File: src/rtl/cspwm_pkg.sv
package cspwm_pkg;

    typedef enum logic [1:0] {
        ST_IDLE = 2'd0,
        ST_RUN  = 2'd1,
        ST_TRAP = 2'd2
    } pwm_state_e;

    localparam int SEL_W = 3;

    localparam logic [SEL_W-1:0] SEL_PERIOD = 3'd0;
    localparam logic [SEL_W-1:0] SEL_RISE   = 3'd1;
    localparam logic [SEL_W-1:0] SEL_FALL   = 3'd2;
    localparam logic [SEL_W-1:0] SEL_DELAY  = 3'd3;
    localparam logic [SEL_W-1:0] SEL_CTRL   = 3'd4;

    localparam int CTRL_SAFE  = 0;
    localparam int CTRL_CAREN = 1;
    localparam int CTRL_CLEAR = 2;

    localparam int N_SHADOW = 3;

endpackage

File: src/rtl/cspwm_regs.sv
module cspwm_regs
    import cspwm_pkg::*;
#(
    parameter int CW = 8,
    parameter int DW = 8
) (
    input  logic             clk,
    input  logic             rst_n,
    input  logic             cfg_we,
    input  logic [SEL_W-1:0] cfg_sel,
    input  logic [CW-1:0]    cfg_data,
    input  logic             load_act,
    output logic [CW-1:0]    act_period,
    output logic [CW-1:0]    act_rise,
    output logic [CW-1:0]    act_fall,
    output logic [DW-1:0]    dly,
    output logic             safe_lvl,
    output logic             car_en,
    output logic             trap_clr
);

    logic [CW-1:0] shd [N_SHADOW];
    logic [CW-1:0] act [N_SHADOW];

    // Shadow and active copies of period, rise and fall (selects 0..2)
    for (genvar i = 0; i < N_SHADOW; i++) begin : g_shadow
        always_ff @(posedge clk) begin
            if (!rst_n) begin
                shd[i] <= '0;
            end else if (cfg_we && cfg_sel == SEL_W'(i)) begin
                shd[i] <= cfg_data;
            end
        end

        always_ff @(posedge clk) begin
            if (!rst_n) begin
                act[i] <= '0;
            end else if (load_act) begin
                act[i] <= shd[i];
            end
        end
    end

    assign act_period = act[0];
    assign act_rise   = act[1];
    assign act_fall   = act[2];

    always_ff @(posedge clk) begin
        if (!rst_n) begin
            dly      <= '0;
            safe_lvl <= 1'b0;
            car_en   <= 1'b0;
        end else if (cfg_we) begin
            if (cfg_sel == SEL_DELAY) begin
                dly <= cfg_data[DW-1:0];
            end
            if (cfg_sel == SEL_CTRL) begin
                safe_lvl <= cfg_data[CTRL_SAFE];
                car_en   <= cfg_data[CTRL_CAREN];
            end
        end
    end

    // Clear is a one-shot request, not a stored bit
    assign trap_clr = cfg_we && (cfg_sel == SEL_CTRL) && cfg_data[CTRL_CLEAR];

endmodule

File: src/rtl/cspwm_delay.sv
module cspwm_delay #(
    parameter int DW = 8
) (
    input  logic          clk,
    input  logic          rst_n,
    input  logic          sync_in,
    input  logic [DW-1:0] dly,
    output logic          sync_out
);

    logic          busy;
    logic [DW-1:0] left;

    always_ff @(posedge clk) begin
        if (!rst_n) begin
            busy <= 1'b0;
            left <= '0;
        end else if (sync_in && dly != '0) begin
            busy <= 1'b1;
            left <= dly - 1'b1;
        end else if (busy) begin
            if (left == '0) begin
                busy <= 1'b0;
            end else begin
                left <= left - 1'b1;
            end
        end
    end

    // Zero delay passes the pulse straight through
    assign sync_out = (dly == '0) ? sync_in : (busy && left == '0);

endmodule

File: src/rtl/cspwm_counter.sv
module cspwm_counter #(
    parameter int CW = 8
) (
    input  logic          clk,
    input  logic          rst_n,
    input  logic          run,
    input  logic [CW-1:0] period,
    output logic [CW-1:0] cnt,
    output logic          last
);

    assign last = run && (cnt == period);

    always_ff @(posedge clk) begin
        if (!rst_n) begin
            cnt <= '0;
        end else if (!run || last) begin
            cnt <= '0;
        end else begin
            cnt <= cnt + 1'b1;
        end
    end

endmodule

File: src/rtl/cspwm_stage.sv
module cspwm_stage
    import cspwm_pkg::*;
#(
    parameter int CW = 8,
    parameter int DW = 8
) (
    input  logic             clk,
    input  logic             rst_n,
    input  logic             cfg_we,
    input  logic [SEL_W-1:0] cfg_sel,
    input  logic [CW-1:0]    cfg_data,
    input  logic             sync_in,
    output logic             sync_out,
    input  logic             te_in,
    output logic             te_out,
    input  logic             carrier_in,
    input  logic             trap_in,
    output logic             pwm_out
);

    pwm_state_e    state, state_nx;
    logic [CW-1:0] act_period, act_rise, act_fall;
    logic [DW-1:0] dly;
    logic          safe_lvl, car_en, trap_clr;
    logic [CW-1:0] cnt;
    logic          last;
    logic          start_go;
    logic          load_act;
    logic          in_win;
    logic          gated;

    assign start_go = (state == ST_IDLE) && sync_in && !trap_in;
    assign load_act = start_go || (last && te_in);

    cspwm_regs #(.CW(CW), .DW(DW)) u_regs (
        .clk        (clk),
        .rst_n      (rst_n),
        .cfg_we     (cfg_we),
        .cfg_sel    (cfg_sel),
        .cfg_data   (cfg_data),
        .load_act   (load_act),
        .act_period (act_period),
        .act_rise   (act_rise),
        .act_fall   (act_fall),
        .dly        (dly),
        .safe_lvl   (safe_lvl),
        .car_en     (car_en),
        .trap_clr   (trap_clr)
    );

    cspwm_delay #(.DW(DW)) u_delay (
        .clk      (clk),
        .rst_n    (rst_n),
        .sync_in  (sync_in),
        .dly      (dly),
        .sync_out (sync_out)
    );

    cspwm_counter #(.CW(CW)) u_cnt (
        .clk    (clk),
        .rst_n  (rst_n),
        .run    (state == ST_RUN),
        .period (act_period),
        .cnt    (cnt),
        .last   (last)
    );

    // Next-state logic
    always_comb begin
        state_nx = state;
        unique case (state)
            ST_IDLE: begin
                if (trap_in)      state_nx = ST_TRAP;
                else if (sync_in) state_nx = ST_RUN;
            end
            ST_RUN: begin
                if (trap_in)      state_nx = ST_TRAP;
            end
            ST_TRAP: begin
                if (trap_clr && !trap_in) state_nx = ST_IDLE;
            end
            default: state_nx = ST_TRAP;
        endcase
    end

    // State register
    always_ff @(posedge clk) begin
        if (!rst_n) state <= ST_IDLE;
        else        state <= state_nx;
    end

    always_ff @(posedge clk) begin
        if (!rst_n) te_out <= 1'b0;
        else        te_out <= te_in;
    end

    assign in_win = (cnt >= act_rise) && (cnt < act_fall);
    assign gated  = in_win && (car_en ? carrier_in : 1'b1);

    // Output logic
    always_comb begin
        unique case (state)
            ST_IDLE: pwm_out = trap_in ? safe_lvl : 1'b0;
            ST_RUN:  pwm_out = trap_in ? safe_lvl : gated;
            ST_TRAP: pwm_out = safe_lvl;
            default: pwm_out = safe_lvl;
        endcase
    end

endmodule

File: config.mk
export PLATFORM = sky130hd
export DESIGN_NAME = cspwm_stage
export DESIGN_NICKNAME = d
export VERILOG_FILES = /design/src/rtl/cspwm_pkg.sv /design/src/rtl/cspwm_regs.sv /design/src/rtl/cspwm_delay.sv /design/src/rtl/cspwm_counter.sv /design/src/rtl/cspwm_stage.sv
export SDC_FILE = /design/constraint.sdc
export NUM_CORES = 1
export LEC_CHECK = 0
export BUFFER_PORTS_ARGS = -buffer_cell sky130_fd_sc_hd__buf_2
export CAP_MARGIN = 20
export CORE_ASPECT_RATIO = 0.8
export CORE_MARGIN = 4
export CORE_UTILIZATION = 55
export DETAILED_ROUTE_END_ITERATION = 16
export GPL_TIMING_DRIVEN = 0
export PLACE_DENSITY_LB_ADDON = 0.2
export SETUP_SLACK_MARGIN = 0.4
export SYNTH_ARGS = -nofsm -noshare
export SYNTH_HDL_FRONTEND = slang
export SYNTH_SLANG_ARGS = --single-unit
File: constraint.sdc
create_clock -name clk -period 2.3 [get_ports clk]
set_clock_uncertainty 0.05 [all_clocks]
set_input_delay 0.69 -clock clk [delete_from_list [all_inputs] [get_ports clk]]
set_output_delay 0.69 -clock clk [all_outputs]
set_load 0.02 [all_outputs]
# After elaboration in Yosys (flattened, before gate mapping)
# Memory sizes are Yosys's and may differ from the RTL's.
# Index checks and enable logic that the tools add are counted.
[totals]
register_bits = 30
ramBits = 48
in_bits = 18
memories = 2
[classes]
n_addsub = 3
magnitude_cmp = 2
eq_ne = 11
mux = 35
bitwise = 7
n_reduce_logical = 29
[mem_list]
columns = ["memory", "words", "width", "read_ports", "rd_ports_with_merged_regs", "write_ports", "line", "text"]
rows = [
  ["u_regs.act", 3, 8, 3, 0, 3, "cspwm_regs.sv:23", "logic [CW-1:0] act [N_SHADOW];"],
  ["u_regs.shd", 3, 8, 3, 0, 3, "cspwm_regs.sv:22", "logic [CW-1:0] shd [N_SHADOW];"],
]
[op_table]
columns = ["cell", "n"]
rows = [
  ["8-bit 2-to-1 mux", 9],
  ["1-bit 2-to-1 mux", 20],
  ["8-bit zero test", 2],
  ["8-bit by 1-bit subtractor with 8-bit output, second input constant", 2],
  ["1-bit logical AND", 14],
  ["8-bit by 1-bit adder with 8-bit output, second input constant", 1],
  ["8-bit equality test", 1],
  ["8-bit >= comparator", 1],
  ["8-bit < comparator", 1],
  ["2-bit 2-to-1 mux", 4],
  ["8-bit nonzero test", 1],
  ["3-bit by 2-bit equality test with 1-bit output, second input constant", 2],
  ["1-bit OR", 6],
  ["2-bit case mux with 3 select lines", 1],
  ["2-bit AND reduction", 3],
  ["2-bit != test, second input constant", 2],
  ["3-bit by 1-bit equality test with 1-bit output, second input constant", 1],
  ["3-bit equality test, second input constant", 1],
  ["3-bit zero test", 1],
  ["3-bit != test, second input constant", 1],
  ["3-bit AND reduction", 1],
  ["2-bit by 1-bit equality test with 1-bit output, second input constant", 1],
  ["2-bit equality test, second input constant", 1],
  ["1-bit zero test", 2],
  ["7 further kinds", 8],
]

# Depth between registers and ports, before layout
# Gate-level depths: netlist of run 1.
[depth]
ltp_word = 8
ltp_mapped = 8
depth_no_buf = 8

# By module
# Synthesis of run 1 repeated with hierarchy kept, for this count alone.
[unflattened]
hier_cells = 360
hier_area_um2 = 3985.1
[by_module_without_submodules]
columns = ["mod", "n_inst", "cells_each", "area_each_um2", "seq_area_each_um2"]
rows = [
  ["cspwm_regs", 1, 167, 2303.5, 1641.6],
  ["cspwm_delay", 1, 82, 674.4, 180.2],
  ["cspwm_stage", 1, 65, 536.8, 60.1],
  ["cspwm_counter", 1, 46, 470.5, 160.2],
]

# Worst setup path before layout of run 1
# No wires, ideal clock.
[synth_path]
path_kind = "register to output"
from = "register u_cnt.cnt[0]"
to = "output pwm_out"
t_arrival_ns = 1.784
required_ns = 1.560
slack_ns = -0.224
path_stages_with_launch = 8
n_path_buf = 0
cell_sequence = "dfxtp_1 -> inv_1 -> ha_1 -> nand2b_1 -> a21o_1 -> a211oi_1 -> o31a_1 -> o31ai_1"
[synth_via]
elab_chain_len = 5
word_cells_on_any_way = 6
[synth_rtl]
columns = ["item", "line", "text"]
rows = [
  ["start, declared", "cspwm_counter.sv:8", "output logic [CW-1:0] cnt,"],
  ["start signal, assigned", "cspwm_counter.sv:20", "cnt <= cnt + 1'b1;"],
  ["8-bit >= comparator or 8-bit < comparator (tied branches)", "cspwm_stage.sv:97", "assign in_win = (cnt >= act_rise) && (cnt < act_fall);"],
  ["1-bit logical AND (*)", "cspwm_stage.sv:97", ""],
  ["1-bit logical AND (*)", "cspwm_stage.sv:98", "assign gated = in_win && (car_en ? carrier_in : 1'b1);"],
  ["1-bit 2-to-1 mux (*)", "cspwm_stage.sv:104", "ST_RUN: pwm_out = trap_in ? safe_lvl : gated;"],
  ["1-bit case mux with 2 select lines (*)", "cspwm_stage.sv:102", "unique case (state)"],
  ["end, declared", "cspwm_stage.sv:18", "output logic pwm_out"],
]
# Mark *: on every way between the ends. The rest lies on a longest branch, timed or not.

==> flow_summary_export.csv, run 1 <==
group,metric,value,unit
setup_path,r2r-start,"u_regs.dly[1]$_SDFFE_PN0P_",
setup_path,crit_slowest_cell,"edfxtp_1",
floorplan,fp.dieArea,0.00838,mm²
synthesis,synth_async_sr_flop_share,0,%
synthesis,yosys-top-cells-area,"edfxtp_1, dfxtp_1, and2_1",
drt,drt_pre_antenna_iters,5,
synthesis,yosysUniqueCellTypes,43,
clock_network,cts_max_level,3,
sta,fin_crit_sh,120,%
pwr,clockPowerShare,29.4,%
sta,setup_viol,2,
drt,via_count,3114,
floorplan,fp-row-count,26,
clock_network,clk_pin_slew,100,ps
sta,slew_headroom,43.9,%
pwr,leakagePower,2.09,nW
floorplan,die_w,101,µm
pwr,powerDensity,666,mW/mm²
setup_path,path_max_fanout,2,
pwr,seq_power_share,47.9,%
pwr,p_int,2.37,mW
run_status,violations,"setup timing",
clock_network,clock_sinks,78,
global_routing,grt_pass1_wl,14.5,mm
setup_path,arrival,2010,ps
setup_path,crit_start,"u_regs.act[2][5]$_SDFFCE_PN0P_",
cells_and_area,nets,456,
sta,max_slew.worst_pin.slew,837,ps
synthesis,syn_area_per_cell,10.8,µm²
drt,viasPerCell,6.11,
synthesis,postSynthCellCount,354,
clock_network,cts-hold-fix-buffers,0,
drt,drcViolationCount,0,
cells_and_area,drive_gt1_share,39.7,%
synthesis,yosysTopAreaCell,"edfxtp_1",
clock_network,cts_buffers,9,
setup_path,worstPathRequired,1560,ps
setup_path,path_cells,"inv_2 > ha_4 > a21oi_2 > nor2b_1 > o21ai_2 > o2111ai_2 > o31ai_4 > buf_6",
run_status,outcome,"complete, but fails checks",
sta,hold_viol,0,
synthesis,yosys_warnings,0,
drt,drt_iter0_drc,261,
cells_and_area,post-route-util,78.4,%
synthesis,synth_seq_cells,78,
setup_path,cp-start-kind,"flop",
cells_and_area,antenna_cells,0,
cells_and_area,final_area,0.00515,mm²
sta,layout_min_cycle_time,2750,ps
synthesis,synthesis.area,0.00383,mm²
global_routing,track_usage,23.2,%
sta,finalWorstSetupSlack,-452,ps
sta,tns,-480,ps
place,io_buffer_count,19,
job,maxCapViolCount,0,
sta,max_freq,363,MHz
place,place_area,0.00417,mm²
sta,final_max_slew_viol_count,0,
floorplan,io_pins,21,
global_routing,grt_pass1_vias,2891,
place,place_inst,457,
place,hpwl,5.77,mm
cells_and_area,fill_cells,391,
synthesis,yosys.area.top_type_share,37.6,%
hold_path,hp-start,"u_regs.dly[1]$_SDFFE_PN0P_",
synthesis,synthMostInstantiatedCell,"and2_1",
global_routing,grt_start_max_net_pins,17,
drt,wl_per_cell,20.5,µm
clock_network,cts_tree,"built",
pwr,netSwitchingPower,1.07,mW
clock_network,root_buffer,"clkbuf_8",
place,place_congestion,0.893,
hold_path,hold_path.class,"reg -> reg",
synthesis,synth_edf_count,48,
synthesis,synth_common_cells,"and2_1, edfxtp_1, nand2_1",
clock_network,cts_max_path_buffers,2,
setup_path,end_kind,"output pin",
cells_and_area,area_delta_synth_final,34.4,%
global_routing,overflow,0,
drt,ant_nets,0,
setup_path,worst-setup-path-type,"reg -> out",
pwr,swShare,31.1,%
pwr,comb_power_share,22.7,%
drt,wl,10.4,mm
floorplan,die-height,82.7,µm
pwr,vdd_drop_max,0.000374,V
sta,rsz0062_at_grt,"yes",
floorplan,start_util,58.3,%
setup_path,critPathMaxStageDelay,410,ps
cells_and_area,final_cells,510,
floorplan,fp.coreArea,0.00657,mm²
global_routing,antenna_found_initial,0,
synthesis,synth_seq_area_share,53.3,%
clock_network,clk_latency,360,ps
synthesis,yosys_most_used_dff,"edfxtp_1",
synthesis,syn_nets,389,
==> worst max-delay path, delay by kind of cell (launching register included) <==
| kind | cells | cell delay, ps |
|---|---|---|
| compound gates | 4 | 740 |
| fa+ha+maj | 1 | 200 |
| buf+inv | 2 | 220 |
| flops | 1 | 410 |
| simple gates | 1 | 80 |
==> stage by stage <==
stage,worst slack [ps],power [mW],hold WS [ps]
after floorplan,72.5,1.99,392
after global placement,-385,2.10,418
after detailed placement,-380,2.12,420
after CTS,-440,3.24,466
after global routing,-516,3.55,498
final,-452,3.43,477
==> routing by layer <==
metal	part of all wire (%)	track usage (%)	vias up
met5	0	0	-
met4	2.1	7.84	0
met3	7.8	5.54	28
met2	46	35.9	169
met1	45	32.2	1516
li1	-	-	1401
==> area by class of cell <==
type                       count  area (µm²)  share of cell area, %
buffer                         8        81.3                   1.58
clock buffer                   9         124                   2.40
clock inverter                 7        65.1                   1.26
inverter                      21        81.3                   1.58
multi-input combinational    248        2130                   41.3
sequential                    78        2080                   40.3
tap                           84         105                   2.04
timing repair buffer          55         488                   9.47
==> power by group through the flow <==
| stage | sequential [mW] | clock [mW] | combinational, mW |
|---|---|---|---|
| global placement | 1.66 | 0 | 0.442 |
| CTS | 1.63 | 0.996 | 0.615 |
| finish | 1.64 | 1.01 | 0.780 |
| detailed placement | 1.66 | 0 | 0.454 |
| floorplan | 1.64 | 0 | 0.343 |
| global route | 1.65 | 1.07 | 0.824 |
==> flip-flops by register name, summed over array words and instances (netlist names) <==
signal and flops:
u_regs.dly 8, u_regs.shd 24, u_delay.left 8, u_regs.safe_lvl 1, te_out 1, state 2
u_regs.car_en 1, u_cnt.cnt 8, u_delay.busy 1, u_regs.act 24
==> cell families (layout without fill, tap and decap cells) <==
group	count (synthesis)	count (layout)	synth area share, %
AO/OA/AOI/OAI	49	49	8.95
XOR/XNOR	16	16	3.66
adder cells (fa/ha/maj)	17	17	5.55
buffers and inverters	29	100	3.04
flip-flops	78	78	53.3
multiplexers	9	9	2.68
AND/OR/NAND/NOR	156	157	22.9
==> repair_timing <==
action	in CTS	in global routing
cloned	3	2
hold endpoints to repair	0	0
setup buffers	22	10
pin swaps	32	32
resized for setup	80	53
setup endpoints to repair	83	75
==> worst paths after layout <==
check	end	slack (ps)	cells after the start
max reg2reg	u_delay.left[7]$_SDFFE_PN0P_	190	8
min	u_regs.dly[1]$_SDFFE_PN0P_	480	2
min reg2reg	u_regs.dly[1]$_SDFFE_PN0P_	480	2
max	pwm_out	-450	8
==> placed cells by master (no fill, tap or decap), types with 4 or more instances in the layout <==
cell type,Yosys,routed
and2_4,0,20
buf_6,1,13
a21boi_0,12,9
nand4_1,5,5
dfxtp_1,30,15
dfxtp_4,0,7
clkbuf_8,0,9
nor3_1,5,5
and2_1,50,30
xor2_1,13,12
mux2_4,1,7
nor2b_1,6,5
buf_2,0,16
nand3_1,15,14
inv_1,21,17
ha_4,0,4
edfxtp_1,48,48
dfxtp_2,0,8
ha_1,17,13
buf_4,0,22
nor2_1,19,18
and3_1,4,4
a31oi_4,0,5
nand2_1,31,28
(Power assumes the default switching activity.)
==> run 2, diff against run 1 <==
- CORE_UTILIZATION: 55 -> 57
- CTS_BUF_LIST: not set -> sky130_fd_sc_hd__clkbuf_8
==> flow_summary_export.csv, run 2 (same netlist as run 1, synthesis figures left out) <==
group,metric,value,unit
pwr,seq_power_share,48.5,%
cells_and_area,top_regs,"u_regs.act x24, u_regs.shd x24",
sta,setup_viol,22,
cells_and_area,antenna_cells,0,
clock_network,clock_sinks,78,
pwr,vdd_drop_max,0.000376,V
place,io_buffer_count,19,
clock_network,clk_latency,370,ps
setup_path,critPathMaxStageDelay,370,ps
sta,layout_min_cycle_time,2720,ps
floorplan,fp.dieArea,0.00811,mm²
sta,max_freq,367,MHz
global_routing,grt_pass1_wl,13.9,mm
clock_network,clk_pin_slew,80,ps
cells_and_area,multi_input_area,0.00201,mm²
drt,drcViolationCount,0,
drt,wl,9.98,mm
pwr,powerDensity,687,mW/mm²
pwr,leakagePower,2.00,nW
global_routing,overflow,0,
drt,wl_met1,4.16,mm
floorplan,fp-row-count,26,
drt,viasPerCell,5.93,
sta,rsz0062_at_grt,"yes",
sta,fin_crit_sh,118,%
drt,ant_nets,0,
pwr,clockPowerShare,29.0,%
drt,wl_per_cell,19.7,µm
clock_network,cts_max_level,3,
cells_and_area,fill_cells,392,
setup_path,arrival,1980,ps
drt,via_count,3000,
place,hpwl,5.71,mm
drt,drt_pre_antenna_iters,5,
floorplan,io_pins,21,
floorplan,die-height,81.3,µm
clock_network,root_buffer,"clkbuf_8",
cells_and_area,drive_gt1_share,32.2,%
cells_and_area,post-route-util,76.5,%
clock_network,cts_tree,"built",
pwr,swShare,30.4,%
setup_path,end_kind,"output pin",
setup_path,crit_slowest_cell,"dfxtp_4",
drt,dr_wl_met3,849,µm
global_routing,antenna_found_initial,0,
cells_and_area,mostFrequentLayoutCell,"and2_1",
cells_and_area,area_delta_synth_final,28.5,%
setup_path,worst-setup-path-type,"reg -> out",
setup_path,worstPathRequired,1560,ps
pwr,comb_power_share,22.6,%
cells_and_area,mostFrequentLayoutCells,"and2_1, edfxtp_1, nand2_1",
run_status,outcome,"complete, but fails checks",
place,place_congestion,0.867,
setup_path,cp_top_family,"compound AO/OA/AOI/OAI gates",
sta,slew_headroom,46.5,%
sta,max_slew.worst_pin.slew,797,ps
clock_network,cts_max_path_buffers,2,
drt,met2_length,4.70,mm
drt,top_layer_used,"met4",
setup_path,path_max_fanout,3,
place,pre_cts_slack,-351,ps
run_status,violations,"setup timing",
setup_path,path_buf_inv,2,
floorplan,start_util,59.5,%
pwr,netSwitchingPower,1.03,mW
clock_network,cts-hold-fix-buffers,0,
hold_path,hold_path.class,"reg -> reg",
floorplan,die_w,99.7,µm
floorplan,fp.coreArea,0.00644,mm²
drt,drt_iter0_drc,202,
cells_and_area,nets,452,
job,maxCapViolCount,0,
sta,hold_viol,0,
global_routing,track_usage,22.6,%
sta,finalWorstSetupSlack,-421,ps
sta,final_max_slew_viol_count,0,
cells_and_area,regArea,0.00208,mm²
setup_path,path_cells,"inv_2 > ha_1 > nand2b_1 > a21o_1 > a211oi_2 > o31a_1 > o31ai_4 > buf_6",
global_routing,grt_pass1_vias,2753,
clock_network,cts_buffers,9,
setup_path,cp-start-kind,"flop",
global_routing,grt_start_max_net_pins,17,
pwr,p_int,2.36,mW
-- run 2: cell types whose count changed in the layout (fill, tap and decap cells not counted), sizes merged --
cell	previous run	this run
buf	58	53
clkbuf	14	15
-- run 2: worst paths after layout --
path	slack, ps	cells past startpoint	startpoint	end
max	-420	8	u_cnt.cnt[0]$_SDFF_PP0_	pwm_out
min reg2reg	460	1	state[1]$_SDFFE_PN0P_	state[0]$_SDFFE_PN0P_
min	460	1	state[1]$_SDFFE_PN0P_	state[0]$_SDFFE_PN0P_
max reg2reg	-170	6	u_regs.act[0][4]$_SDFFCE_PN0P_	u_regs.act[2][4]$_SDFFCE_PN0P_
-- run 2: power by group through the flow --
stage / Combinational (mW) / Sequential (mW) / Clock [mW]
floorplan: 0.343 / 1.64 / 0
global placement: 0.439 / 1.66 / 0
detailed placement: 0.453 / 1.66 / 0
CTS: 0.628 / 1.63 / 0.983
global route: 0.809 / 1.65 / 1.05
finish: 0.765 / 1.64 / 0.980
-- run 2: stage by stage --
step                      power, mW  cells  hold slack [ps]  area (µm²)  TNS [ps]
after floorplan                1.99    354              392        3970         0
after global placement         2.10    457              430        4170    -18030
after detailed placement       2.12    457              432        4170    -18420
after CTS                      3.24    497              462        4710      -461
after global routing           3.51    506              484        4930     -4600
final                          3.38    506              460        4930     -2960
-- run 2: cell type report --
cell class / instances / area share (%)
Buffer: 8 / 1.24
Clock buffer: 9 / 2.51
Clock inverter: 7 / 1.27
Inverter: 21 / 1.65
Multi-Input combinational cell: 248 / 40.8
Sequential cell: 78 / 42.2
Tap cell: 84 / 2.13
Timing Repair Buffer: 51 / 8.20
-- run 2: repair_timing --
action                                  CTS  global route
setup buffers                            23             9
resized for setup                        51            36
endpoints found under the setup margin   83            78
pin swaps                                27            18
hold endpoints to repair                  0             0
cloned                                    1             0
-- run 2: metal layers --
layer / up-vias / track usage [%]
met1: 1436 / 30.7
li1: 1398 / -
met5: - / 0
met4: 0 / 7.09
met3: 26 / 6.95
met2: 140 / 34.9
==> run 3, diff against run 2 <==
- CAP_MARGIN: 20 -> not set
- CORE_UTILIZATION: 57 -> 60
- clock period: 2.3 -> 3.25 ns (I/O delays scaled with it)
==> flow_summary_export.csv, run 3 (same netlist as run 1, synthesis figures left out) <==
group,metric,value,unit
run_status,outcome,"finished, final reports clean",
sta,layout_min_cycle_time,3000,ps
global_routing,grt_pass1_wl,12.4,mm
pwr,powerDensity,493,mW/mm²
pwr,p_int,1.52,mW
job,maxCapViolCount,0,
drt,wl_per_cell,15.7,µm
place,io_buffer_count,19,
drt,drt_iter0_drc,193,
sta,finalWorstSetupSlack,245,ps
cells_and_area,nets,422,
setup_path,r2r-start,"u_cnt.cnt[0]$_SDFF_PP0_",
cells_and_area,top_regs,"u_regs.act x24, u_regs.shd x24",
cells_and_area,mostFrequentLayoutCells,"and2_1, edfxtp_1, nand2_1",
drt,viasPerCell,5.70,
cells_and_area,antenna_cells,0,
drt,drcViolationCount,0,
cells_and_area,mostFrequentLayoutCell,"and2_1",
pwr,leakagePower,1.73,nW
drt,met2_length,3.14,mm
place,hpwl,5.56,mm
pwr,clockPowerShare,31.1,%
clock_network,cts_buffers,9,
drt,ant_nets,0,
setup_path,worstPathRequired,2220,ps
global_routing,antenna_found_initial,0,
hold_path,hold_depth,2,
sta,rsz0062_at_grt,"yes",
drt,drt_pre_antenna_iters,4,
setup_path,crit-reg2reg-capture,"u_regs.act[0][6]$_SDFFCE_PN0P_",
sta,max_freq,333,MHz
floorplan,fp-row-count,25,
drt,dr_wl_met3,518,µm
sta,final_max_slew_viol_count,0,
sta,fin_crit_sh,92.5,%
setup_path,arrival,1980,ps
place,place_congestion,0.913,
clock_network,cts_max_level,3,
place,pre_cts_slack,74.1,ps
drt,top_layer_used,"met4",
cells_and_area,fill_cells,439,
pwr,netSwitchingPower,588,µW
sta,hold_viol,0,
floorplan,start_util,63.5,%
drt,wl_met1,3.67,mm
floorplan,fp.coreArea,0.00604,mm²
floorplan,io_pins,21,
cells_and_area,area_delta_synth_final,11.6,%
sta,setup_viol,0,
pwr,vdd_drop_max,0.000283,V
setup_path,reg2reg_slack,950,ps
hold_path,worstHoldEndpoint,"u_delay.left[0]$_SDFFE_PN0P_",
setup_path,cp-start-kind,"flop",
clock_network,clk_latency,350,ps
floorplan,die_w,97.4,µm
setup_path,path_max_fanout,2,
sta,tns,0,ps
global_routing,track_usage,20.7,%
global_routing,grt_start_max_net_pins,25,
drt,wl,7.43,mm
cells_and_area,drive_gt1_share,15.3,%
clock_network,cts_tree,"built",
hold_path,hold_path.class,"reg -> reg",
setup_path,reg2reg_depth,7,
sta,fin_hold_ws,464,ps
clock_network,clk_pin_slew,80,ps
setup_path,end_kind,"output pin",
clock_network,cts_max_path_buffers,2,
global_routing,overflow,0,
drt,via_count,2698,
clock_network,cts-hold-fix-buffers,0,
cells_and_area,final_area,0.00428,mm²
clock_network,root_buffer,"clkbuf_8",
pwr,swShare,27.9,%
cells_and_area,post-route-util,70.8,%
pwr,comb_power_share,14.4,%
clock_network,clock_sinks,78,
sta,max_slew.worst_pin.slew,1190,ps
sta,slew_headroom,20.3,%
floorplan,die-height,79.5,µm
pwr,seq_power_share,54.5,%
setup_path,worst-setup-path-type,"reg -> out",
place,place_area,0.00403,mm²
hold_path,hp-start,"u_delay.left[0]$_SDFFE_PN0P_",
floorplan,fp.dieArea,0.00774,mm²
global_routing,grt_pass1_vias,2565,
## run 3: changes by cell type in the layout (fill, tap and decap cells not counted), moves of 6 or more
cell	change
buf_4	-18
buf_6	-11
dfxtp_1	+10
dfxtp_4	-7
mux2_2	+6
mux2_4	-6
## run 3: worst max-delay path by stage
stage / from / to / cells after the start
global route: u_regs.act[1][0]$_SDFFCE_PN0P_ / pwm_out / 7
detailed placement: rst_n / u_regs.act[1][1]$_SDFFCE_PN0P_ / 4
global placement: rst_n / u_regs.act[1][1]$_SDFFCE_PN0P_ / 4
finish: u_cnt.cnt[0]$_SDFF_PP0_ / pwm_out / 8
floorplan: u_cnt.cnt[0]$_SDFF_PP0_ / pwm_out / 7
CTS: u_cnt.cnt[0]$_SDFF_PP0_ / pwm_out / 8
## run 3: cell type report
type	instances	area, µm²	area share, %
Tap cell	81	101	2.37
Sequential cell	78	2050	47.9
Multi-Input combinational cell	247	1710	40.1
Clock inverter	7	53.8	1.26
Inverter	21	78.8	1.84
Buffer	8	37.5	0.878
Timing Repair Buffer	22	120	2.81
Clock buffer	9	124	2.90
## run 3: power by group through the flow
| stage | Clock [mW] | Combinational [mW] | Sequential [mW] |
|---|---|---|---|
| after global routing | 0.709 | 0.340 | 1.16 |
| after floorplan | 0 | 0.211 | 1.16 |
| after detailed placement | 0 | 0.286 | 1.17 |
| final | 0.655 | 0.304 | 1.15 |
| after CTS | 0.659 | 0.289 | 1.15 |
| after global placement | 0 | 0.280 | 1.17 |
## run 3: what timing repair did
action | 4_1_cts | 5_1_grt
buffers inserted | 1 | 2
gates resized for setup | 6 | 8
setup endpoints to repair | 1 | 27
pin swaps | 5 | 3
## run 3: metrics by stage
stage	power [mW]	std cells
after floorplan	1.37	354
after global placement	1.45	454
after detailed placement	1.46	454
after CTS	2.10	471
after global routing	2.20	473
final	2.11	473
## run 3: layer usage
metal  track usage (%)  up-vias
li1                  -     1324
met1              30.2     1279
met2              30.2       86
met3              4.72        9
met4              7.61        0
met5                 0        -
## run 3: critical path, cell delays in order, from the launching register on
cell	delay, ps
dfxtp_4	370
inv_2	40
ha_1	260
nand2b_1	100
a21o_1	120
a211oi_2	60
o31a_1	250
o31ai_2	250
buf_4	180
